$ cat src/rtl/chain_pkg.sv
package chain_pkg;
  localparam int unsigned ITEM_WORDS = 4;
  localparam int unsigned IDX_W      = $clog2(ITEM_WORDS);
  localparam int unsigned ALIGN_BITS = 2;

  // word position inside a descriptor; the walker depends on this order
  localparam logic [IDX_W-1:0] WPOS_SRC  = 2'd0;
  localparam logic [IDX_W-1:0] WPOS_DST  = 2'd1;
  localparam logic [IDX_W-1:0] WPOS_LINK = 2'd2;
  localparam logic [IDX_W-1:0] WPOS_CTRL = 2'd3;

  typedef enum logic [2:0] {
    ST_IDLE,
    ST_KICK,
    ST_RUN,
    ST_REQ,
    ST_RSP
  } walk_state_t;
endpackage

$ cat src/rtl/chain_addr_gen.sv
module chain_addr_gen
  import chain_pkg::*;
#(
  parameter int unsigned WORD_W = 32
) (
  input  logic              clk,
  input  logic              rst_n,
  input  logic              load,
  input  logic [WORD_W-1:0] ptr,
  input  logic              step,
  output logic [WORD_W-1:0] addr,
  output logic [IDX_W-1:0]  idx,
  output logic              last
);
  localparam logic [WORD_W-1:0] LOW_MASK = WORD_W'((1 << ALIGN_BITS) - 1);

  logic [WORD_W-1:0] base_q;
  logic [IDX_W-1:0]  idx_q;

  always_ff @(posedge clk or negedge rst_n) begin
    if (!rst_n) begin
      base_q <= '0;
      idx_q  <= '0;
    end else if (load) begin
      base_q <= ptr & ~LOW_MASK;
      idx_q  <= '0;
    end else if (step) begin
      idx_q  <= idx_q + 1'b1;
    end
  end

  assign addr = base_q + (WORD_W'(idx_q) << ALIGN_BITS);
  assign idx  = idx_q;
  assign last = (idx_q == IDX_W'(ITEM_WORDS - 1));
endmodule

$ cat src/rtl/chain_regfile.sv
module chain_regfile
  import chain_pkg::*;
#(
  parameter int unsigned WORD_W = 32
) (
  input  logic                               clk,
  input  logic                               rst_n,
  input  logic                               prog_load,
  input  logic [ITEM_WORDS-1:0][WORD_W-1:0]  prog_words,
  input  logic                               fetch_we,
  input  logic [IDX_W-1:0]                   fetch_idx,
  input  logic [WORD_W-1:0]                  fetch_data,
  output logic [ITEM_WORDS-1:0][WORD_W-1:0]  words
);
  for (genvar g = 0; g < ITEM_WORDS; g++) begin : g_word
    logic [WORD_W-1:0] r_q;
    always_ff @(posedge clk or negedge rst_n) begin
      if (!rst_n)
        r_q <= '0;
      else if (prog_load)
        r_q <= prog_words[g];
      else if (fetch_we && (fetch_idx == IDX_W'(g)))
        r_q <= fetch_data;
    end
    assign words[g] = r_q;
  end
endmodule

$ cat src/rtl/chain_seq.sv
module chain_seq
  import chain_pkg::*;
(
  input  logic clk,
  input  logic rst_n,
  input  logic prog_go,
  input  logic xfer_done,
  input  logic link_zero,
  input  logic req_ready,
  input  logic rsp_valid,
  input  logic rsp_err,
  input  logic last,
  output logic prog_load,
  output logic base_load,
  output logic step,
  output logic fetch_we,
  output logic xfer_start,
  output logic req_valid,
  output logic rsp_ready,
  output logic busy,
  output logic chain_done,
  output logic chain_err
);
  walk_state_t st_q, st_d;
  logic        done_q, err_q;
  logic        rsp_take;
  logic        blk_end;

  assign blk_end   = (st_q == ST_RUN) && xfer_done;
  assign rsp_take  = (st_q == ST_RSP) && rsp_valid;
  assign prog_load = (st_q == ST_IDLE) && prog_go;
  assign base_load = blk_end && !link_zero;
  assign fetch_we  = rsp_take && !rsp_err;
  assign step      = fetch_we && !last;

  always_comb begin
    st_d = st_q;
    unique case (st_q)
      ST_IDLE: if (prog_go)   st_d = ST_KICK;
      ST_KICK:                st_d = ST_RUN;
      ST_RUN:  if (xfer_done) st_d = link_zero ? ST_IDLE : ST_REQ;
      ST_REQ:  if (req_ready) st_d = ST_RSP;
      ST_RSP: begin
        if (rsp_valid) begin
          if (rsp_err)   st_d = ST_IDLE;
          else if (last) st_d = ST_KICK;
          else           st_d = ST_REQ;
        end
      end
      default:                st_d = ST_IDLE;
    endcase
  end

  always_ff @(posedge clk or negedge rst_n) begin
    if (!rst_n) begin
      st_q   <= ST_IDLE;
      done_q <= 1'b0;
      err_q  <= 1'b0;
    end else begin
      st_q   <= st_d;
      done_q <= blk_end && link_zero;
      if (rsp_take && rsp_err)
        err_q <= 1'b1;
      else if (prog_load)
        err_q <= 1'b0;
    end
  end

  assign xfer_start = (st_q == ST_KICK);
  assign req_valid  = (st_q == ST_REQ);
  assign rsp_ready  = (st_q == ST_RSP);
  assign busy       = (st_q != ST_IDLE);
  assign chain_done = done_q;
  assign chain_err  = err_q;
endmodule

$ cat src/rtl/chain_fetch_engine.sv
module chain_fetch_engine
  import chain_pkg::*;
#(
  parameter int unsigned WORD_W = 32
) (
  input  logic              clk,
  input  logic              rst_n,
  input  logic              prog_go,
  input  logic [WORD_W-1:0] prog_src,
  input  logic [WORD_W-1:0] prog_dst,
  input  logic [WORD_W-1:0] prog_link,
  input  logic [WORD_W-1:0] prog_ctrl,
  output logic              rd_req_valid,
  input  logic              rd_req_ready,
  output logic [WORD_W-1:0] rd_req_addr,
  input  logic              rd_rsp_valid,
  output logic              rd_rsp_ready,
  input  logic [WORD_W-1:0] rd_rsp_data,
  input  logic              rd_rsp_err,
  output logic              xfer_start,
  input  logic              xfer_done,
  output logic [WORD_W-1:0] ch_src,
  output logic [WORD_W-1:0] ch_dst,
  output logic [WORD_W-1:0] ch_link,
  output logic [WORD_W-1:0] ch_ctrl,
  output logic              busy,
  output logic              chain_done,
  output logic              chain_err
);
  localparam logic [WORD_W-1:0] LOW_MASK = WORD_W'((1 << ALIGN_BITS) - 1);

  logic                              prog_load, base_load, step, fetch_we, last;
  logic                              link_zero;
  logic [IDX_W-1:0]                  idx;
  logic [ITEM_WORDS-1:0][WORD_W-1:0] prog_words, words;

  assign prog_words[WPOS_SRC]  = prog_src;
  assign prog_words[WPOS_DST]  = prog_dst;
  assign prog_words[WPOS_LINK] = prog_link;
  assign prog_words[WPOS_CTRL] = prog_ctrl;

  assign ch_src    = words[WPOS_SRC];
  assign ch_dst    = words[WPOS_DST];
  assign ch_link   = words[WPOS_LINK];
  assign ch_ctrl   = words[WPOS_CTRL];
  assign link_zero = ((ch_link & ~LOW_MASK) == '0);

  chain_seq u_seq (
    .clk        (clk),
    .rst_n      (rst_n),
    .prog_go    (prog_go),
    .xfer_done  (xfer_done),
    .link_zero  (link_zero),
    .req_ready  (rd_req_ready),
    .rsp_valid  (rd_rsp_valid),
    .rsp_err    (rd_rsp_err),
    .last       (last),
    .prog_load  (prog_load),
    .base_load  (base_load),
    .step       (step),
    .fetch_we   (fetch_we),
    .xfer_start (xfer_start),
    .req_valid  (rd_req_valid),
    .rsp_ready  (rd_rsp_ready),
    .busy       (busy),
    .chain_done (chain_done),
    .chain_err  (chain_err)
  );

  chain_addr_gen #(.WORD_W(WORD_W)) u_addr (
    .clk   (clk),
    .rst_n (rst_n),
    .load  (base_load),
    .ptr   (ch_link),
    .step  (step),
    .addr  (rd_req_addr),
    .idx   (idx),
    .last  (last)
  );

  chain_regfile #(.WORD_W(WORD_W)) u_regs (
    .clk        (clk),
    .rst_n      (rst_n),
    .prog_load  (prog_load),
    .prog_words (prog_words),
    .fetch_we   (fetch_we),
    .fetch_idx  (idx),
    .fetch_data (rd_rsp_data),
    .words      (words)
  );
endmodule

$ cat config.mk
export PLATFORM = sky130hd
export DESIGN_NAME = chain_fetch_engine
export DESIGN_NICKNAME = d
export VERILOG_FILES = /design/src/rtl/chain_pkg.sv /design/src/rtl/chain_addr_gen.sv /design/src/rtl/chain_regfile.sv /design/src/rtl/chain_seq.sv /design/src/rtl/chain_fetch_engine.sv
export SDC_FILE = /design/constraint.sdc
export NUM_CORES = 1
export LEC_CHECK = 0
export CAP_MARGIN = 20
export CORE_MARGIN = 4
export CORE_UTILIZATION = 45
export DETAILED_ROUTE_END_ITERATION = 7
export MAX_ROUTING_LAYER = met4
export PLACE_DENSITY_LB_ADDON = 0.08
export RECOVER_POWER = 100
export SYNTH_ARGS = -nofsm -noshare
export SYNTH_HDL_FRONTEND = slang
export SYNTH_SLANG_ARGS = --single-unit
$ cat constraint.sdc
create_clock -name clk -period 3.6 [get_ports clk]
set_input_delay 0.36 -clock clk [delete_from_list [all_inputs] [get_ports clk]]
set_output_delay 0.36 -clock clk [all_outputs]
set_load 0.1 [all_outputs]
Yosys cells after proc, flatten, opt, wreduce, memory -nomap -nowiden
Index checks and enable logic that the tools add are counted.
{"block": "totals", "ff_bits": 165, "latch_bits": 0, "mem_bits_rw": 0, "romBits": 0, "inputBits": 167, "output_inout_bits": 166, "word_cells": 68, "n_memories": 0}
{"block": "classes", "addsub": 2, "mul": 0, "n_div": 0, "order_cmp": 0, "eq_ne": 11, "n_shift": 0, "muxes": 20, "bitwise": 0, "reduce_logical": 26}
{"operator": "32-bit 2-to-1 mux", "n": 8}
{"operator": "32-bit by 4-bit adder with 32-bit output", "n": 1}
{"operator": "32-bit logical NOT", "n": 1}
{"operator": "3-bit 2-to-1 mux", "n": 5}
{"operator": "3-bit case mux with 5 select lines", "n": 1}
{"operator": "1-bit logical AND", "n": 12}
{"operator": "2-bit nonzero test", "n": 6}
{"operator": "2-bit 2-to-1 mux", "n": 4}
{"operator": "3-bit by 2-bit equality test with 1-bit output (second input constant)", "n": 2}
{"operator": "2-bit != test (second input constant)", "n": 3}
{"operator": "2-bit equality test (second input constant)", "n": 2}
{"operator": "4-bit AND reduction", "n": 1}
{"operator": "3-bit by 1-bit equality test with 1-bit output (second input constant)", "n": 1}
{"operator": "3-bit equality test (second input constant)", "n": 1}
{"operator": "1-bit logical NOT", "n": 3}
{"operator": "3-bit logical NOT", "n": 1}
{"operator": "3-bit nonzero test", "n": 1}
{"operator": "2-bit by 1-bit adder with 2-bit output (second input constant)", "n": 1}
{"operator": "2-bit by 1-bit equality test with 1-bit output (second input constant)", "n": 1}
{"operator": "2-bit logical NOT", "n": 1}
{"operator": "1-bit 2-to-1 mux", "n": 2}
{"operator": "2-bit by 1-bit != test with 1-bit output (second input constant)", "n": 1}

Longest topological paths before layout
{"block": "logic_depth", "ltp_word": 6, "ltp_mapped": 7, "ltp_nobuf": 7}

Cells and area by module
Synthesis repeated with hierarchy kept, for this count alone.
{"block": "unflattened", "cells_unflattened": 800, "area_unflattened_um2": 8458.1}
{"module": "chain_regfile", "n_inst": 1, "cells_each": 583, "area_per_inst_um2": 6219.7}
{"module": "chain_addr_gen", "n_inst": 1, "cells_each": 165, "area_per_inst_um2": 1809.2}
{"module": "chain_seq", "n_inst": 1, "cells_each": 41, "area_per_inst_um2": 359.1}
{"module": "chain_fetch_engine", "n_inst": 1, "cells_each": 11, "area_per_inst_um2": 70.1}

Worst setup path before layout
Ideal clock, no wire load.
{"block": "synth_path", "path_kind": "reg2out", "start": "register u_addr.idx_q[0] (netlist: u_addr.idx[0])", "end": "output port rd_req_addr[24]", "t_arrival_ns": 3.109, "required_ns": 3.240, "slack_ns": 0.131, "path_stages_with_launch": 8, "path_buffers": 0, "cell_sequence": "dfrtp_1 ha_1 inv_1 fa_1 and2b_2 and3_1 nand4_1 xnor2_1"}
{"block": "synth_between", "elab_chain_cells": 1}
{"element": "start, declared", "line": "chain_addr_gen.sv:18", "rtl": "logic [IDX_W-1:0] idx_q;"}
{"element": "start signal, assigned", "line": "chain_addr_gen.sv:28", "rtl": "idx_q <= idx_q + 1'b1;"}
{"element": "32-bit by 4-bit adder with 32-bit output", "line": "chain_addr_gen.sv:32", "rtl": "assign addr = base_q + (WORD_W'(idx_q) << ALIGN_BITS);"}
{"element": "end, declared", "line": "chain_fetch_engine.sv:15", "rtl": "output logic [WORD_W-1:0] rd_req_addr,"}
Every way passes these cells.

Final worst setup path
{"block": "layout_path", "start": "register u_addr.idx_q[0] (netlist: u_addr.idx[0])", "end": "output port rd_req_addr[28]"}
The elaborated chain is that of the path after synthesis.

==> key figures <==
Setup path
  – CP endpoint kind: output port
  – Buf+Inv Stages, Crit Path: 2
  – CP delay by family, top: simple AND/OR/NAND/NOR gates
  – Slowest CP cell: clkbuf_2
  – Cell Chain, Critical Path: ha_1, inv_1, fa_1, and2b_2, nand3_1, nor3_2, xor2_1, clkbuf_2
  – Critical Path Start Type: register
  – Crit path max fanout: 6
  – Largest stage delay, worst path: around 0.48 ns
  – CP arrival: slightly below 3 ns
  – Worst Path Required: approximately 3.2 ns
  – Crit Path Class: reg2out

Yosys
  – Mapped cell area: 0.00809 mm2
  – Ys async rst share: 100%
  – Post-synth cell types: 48
  – Post-synth top area share: 51.1%
  – Register area share after synthesis: about half
  – Post-Syn Instances: 773
  – Total of warnings raised by yosys: 0
  – Post-synth EDFFs: 0
  – Synth area leader: dfrtp_1
  – Synthesis-stage register bit count: 165
  – Syn avg cell area: approximately 10 um2
  – Most common flop cell mapped by yosys: dfrtp_1
  – Top post-synthesis cells by area: dfrtp_1 (51%), mux2i_1 (12%), nand2_1 (7.9%)

Routing
  – Routed len/inst: 20.8 um
  – ANT nets after route: 0
  – Drt via density: 5.32
  – Residual DRC: 0
  – Initial DRC Count: around 370
  – Routed WL: 27700 um
  – Via count: 7066
  – Pre-antenna DRT Iters: 5

Floorplanning
  – Overall die width: 142 um
  – Total core area: 0.0175 mm2
  – Initial Util: 46.3%
  – Die Y: about 140 um
  – Die area: around 0.020 mm2
  – Row count: 48
  – Ports: 333

Place
  – Placer congestion estimate: 0.845
  – HPWL Detailed: 20800 um
  – Buffers on Ports: 330

STA
  – Final min period: 3.27 ns
  – Setup TNS: 0 ns
  – Clock skew: 0.0107 ns
  – Worst-margin pin slew: around 1.9 ns
  – Unrepaired setup endpoints after global routing: false
  – Max transition margin: -28.4%
  – Max Slew Vio Count: 74
  – Final hold vios: 0
  – Fmax: 306 MHz
  – Setup-failing EPs final: 0
  – Part of the cycle the worst path needs: between 90% and 100%

Clock network
  – CTS tree: yes
  – TritonCTS Buffers: 17
  – CTS Buffer Depth: 2
  – Clock Sinks: 165
  – Post-CTS resize count: 0
  – H-tree Lvls: 4
  – Clk Latency, worst-skew pair: 0.42 ns
  – Clock slew at reported path FFs: approximately 0.07 ns
  – Root buf cell: clkbuf_16

GRT
  – Vias in the first global route: 7191
  – Congestion Overflow GR: 0
  – Largest net degree at the start of global routing: 75
  – GRT Total Usage: 28.1%
  – First-pass GRT wire length: 41900 um
  – Initial antenna violation count: 2

Cells and area
  – Synth-to-layout area growth: 47.5%
  – Commonest non-fill, non-tap cells in the layout: nand2_1 (171), clkdlybuf4s50_1 (165), dfrtp_1 (165)
  – Most common cell after layout, fill and taps aside: nand2_1
  – Share of post-route cells with drive strength above 1: 9.98%
  – Count of nets after finishing: ~1300
  – Filler cells: 1458

Status
  – Status: complete, but fails checks
  – Violated checks: capacitance limit, slew limit

Hold path
  – HP Class: reg2reg

Flow run
  – Max cap viols: 1
path summary, 6_finish.rpt:
path	start	to	slack [ns]	depth (start not counted)
min in group asynchronous	rst_n	u_regs.g_word[1].r_q[16]	0.99	2
worst min-delay path	u_regs.g_word[1].r_q[9]	u_regs.g_word[1].r_q[9]	0.47	2
worst min register to register	u_regs.g_word[1].r_q[9]	u_regs.g_word[1].r_q[9]	0.47	2
worst max register to register	u_seq.st_q[1]	u_regs.g_word[3].r_q[0]	0.45	5
max in group asynchronous	rst_n	u_addr.base_q[19]	0.81	3
worst max-delay path	u_addr.idx[0]	rd_req_addr[28]	0.33	8
worst min-delay path: stages (launching register included):
cell	delay (ns)
dfrtp_1	0.33
nand2_1	0.05
nand2_1	0.06
final cells by class:
cell class	count	area [um2]	area share, %
antenna	2	5.00	0.0420
inverter	13	48.8	0.409
clock inverter	9	93.8	0.787
clock buffer	23	498	4.18
multi-input combinational	547	3610	30.3
sequential	165	4130	34.6
timing repair buffer	345	3260	27.3
tap	225	282	2.36
layer usage:
metal | global-route usage, % | up-vias | part of all wire [%]
li1 | - | 3333 | -
met1 | 33.7 | 3394 | 40
met2 | 46.2 | 304 | 49
met3 | 8.33 | 35 | 8.8
met4 | 8.28 | 0 | 2.2
met5 | - | - | 0
kinds of logic after synthesis:
family | synth area share (%)
simple gates | 13.8
compound gates | 10.2
xor+xnor | 3.14
mux | 16.3
buf+inv | 4.33
other cells | 0.0464
flops | 51.1
fa+ha+maj | 1.18
synthesized netlist by cell type (7+ instances only):
master    number
o21ai_1        9
mux2i_1       97
clkbuf_1      16
inv_1         13
nor3_1         7
buf_2         13
nand2_1      171
a22oi_1       31
xnor2_1       18
nand4_1        9
nor4_1         7
o21ai_0       89
mux2_2        31
nor2_1         7
dfrtp_1      165
nand3_1       10
xor2_1        11
buf_4         15
stage by stage:
stage	setup slack (ns)	utilization, %	cell area, um2	std cells	hold slack (ns)
final	0.329	68.2	11900	1329	0.473
after global routing	0.142	68.2	11900	1329	0.486
after CTS	0.422	69.2	12100	1327	0.460
after detailed placement	0.878	65.8	11500	1294	0.438
after global placement	0.958	65.8	11500	1294	0.433
after floorplan	0.131	-	8090	774	0.0644
flip-flops by register name, summed over array words and instances, names as in the netlist:
name               flops
u_seq.chain_done       1
u_seq.chain_err        1
u_seq.st_q             3
u_regs.g_word.r_q    128
u_addr.idx             2
u_addr.base_q         30
timing repair:
| item | CTS | global route |
|---|---|---|
| setup buffers | 0 | 0 |
| hold buffers | 1 | 0 |
| endpoints found under the setup margin | 0 | 0 |
| endpoints found under the hold margin | 27 | 0 |
Power is left out: the tool's default activity adds up to more than one toggle a clock period on the data nets, which glitch-free logic cannot reach.
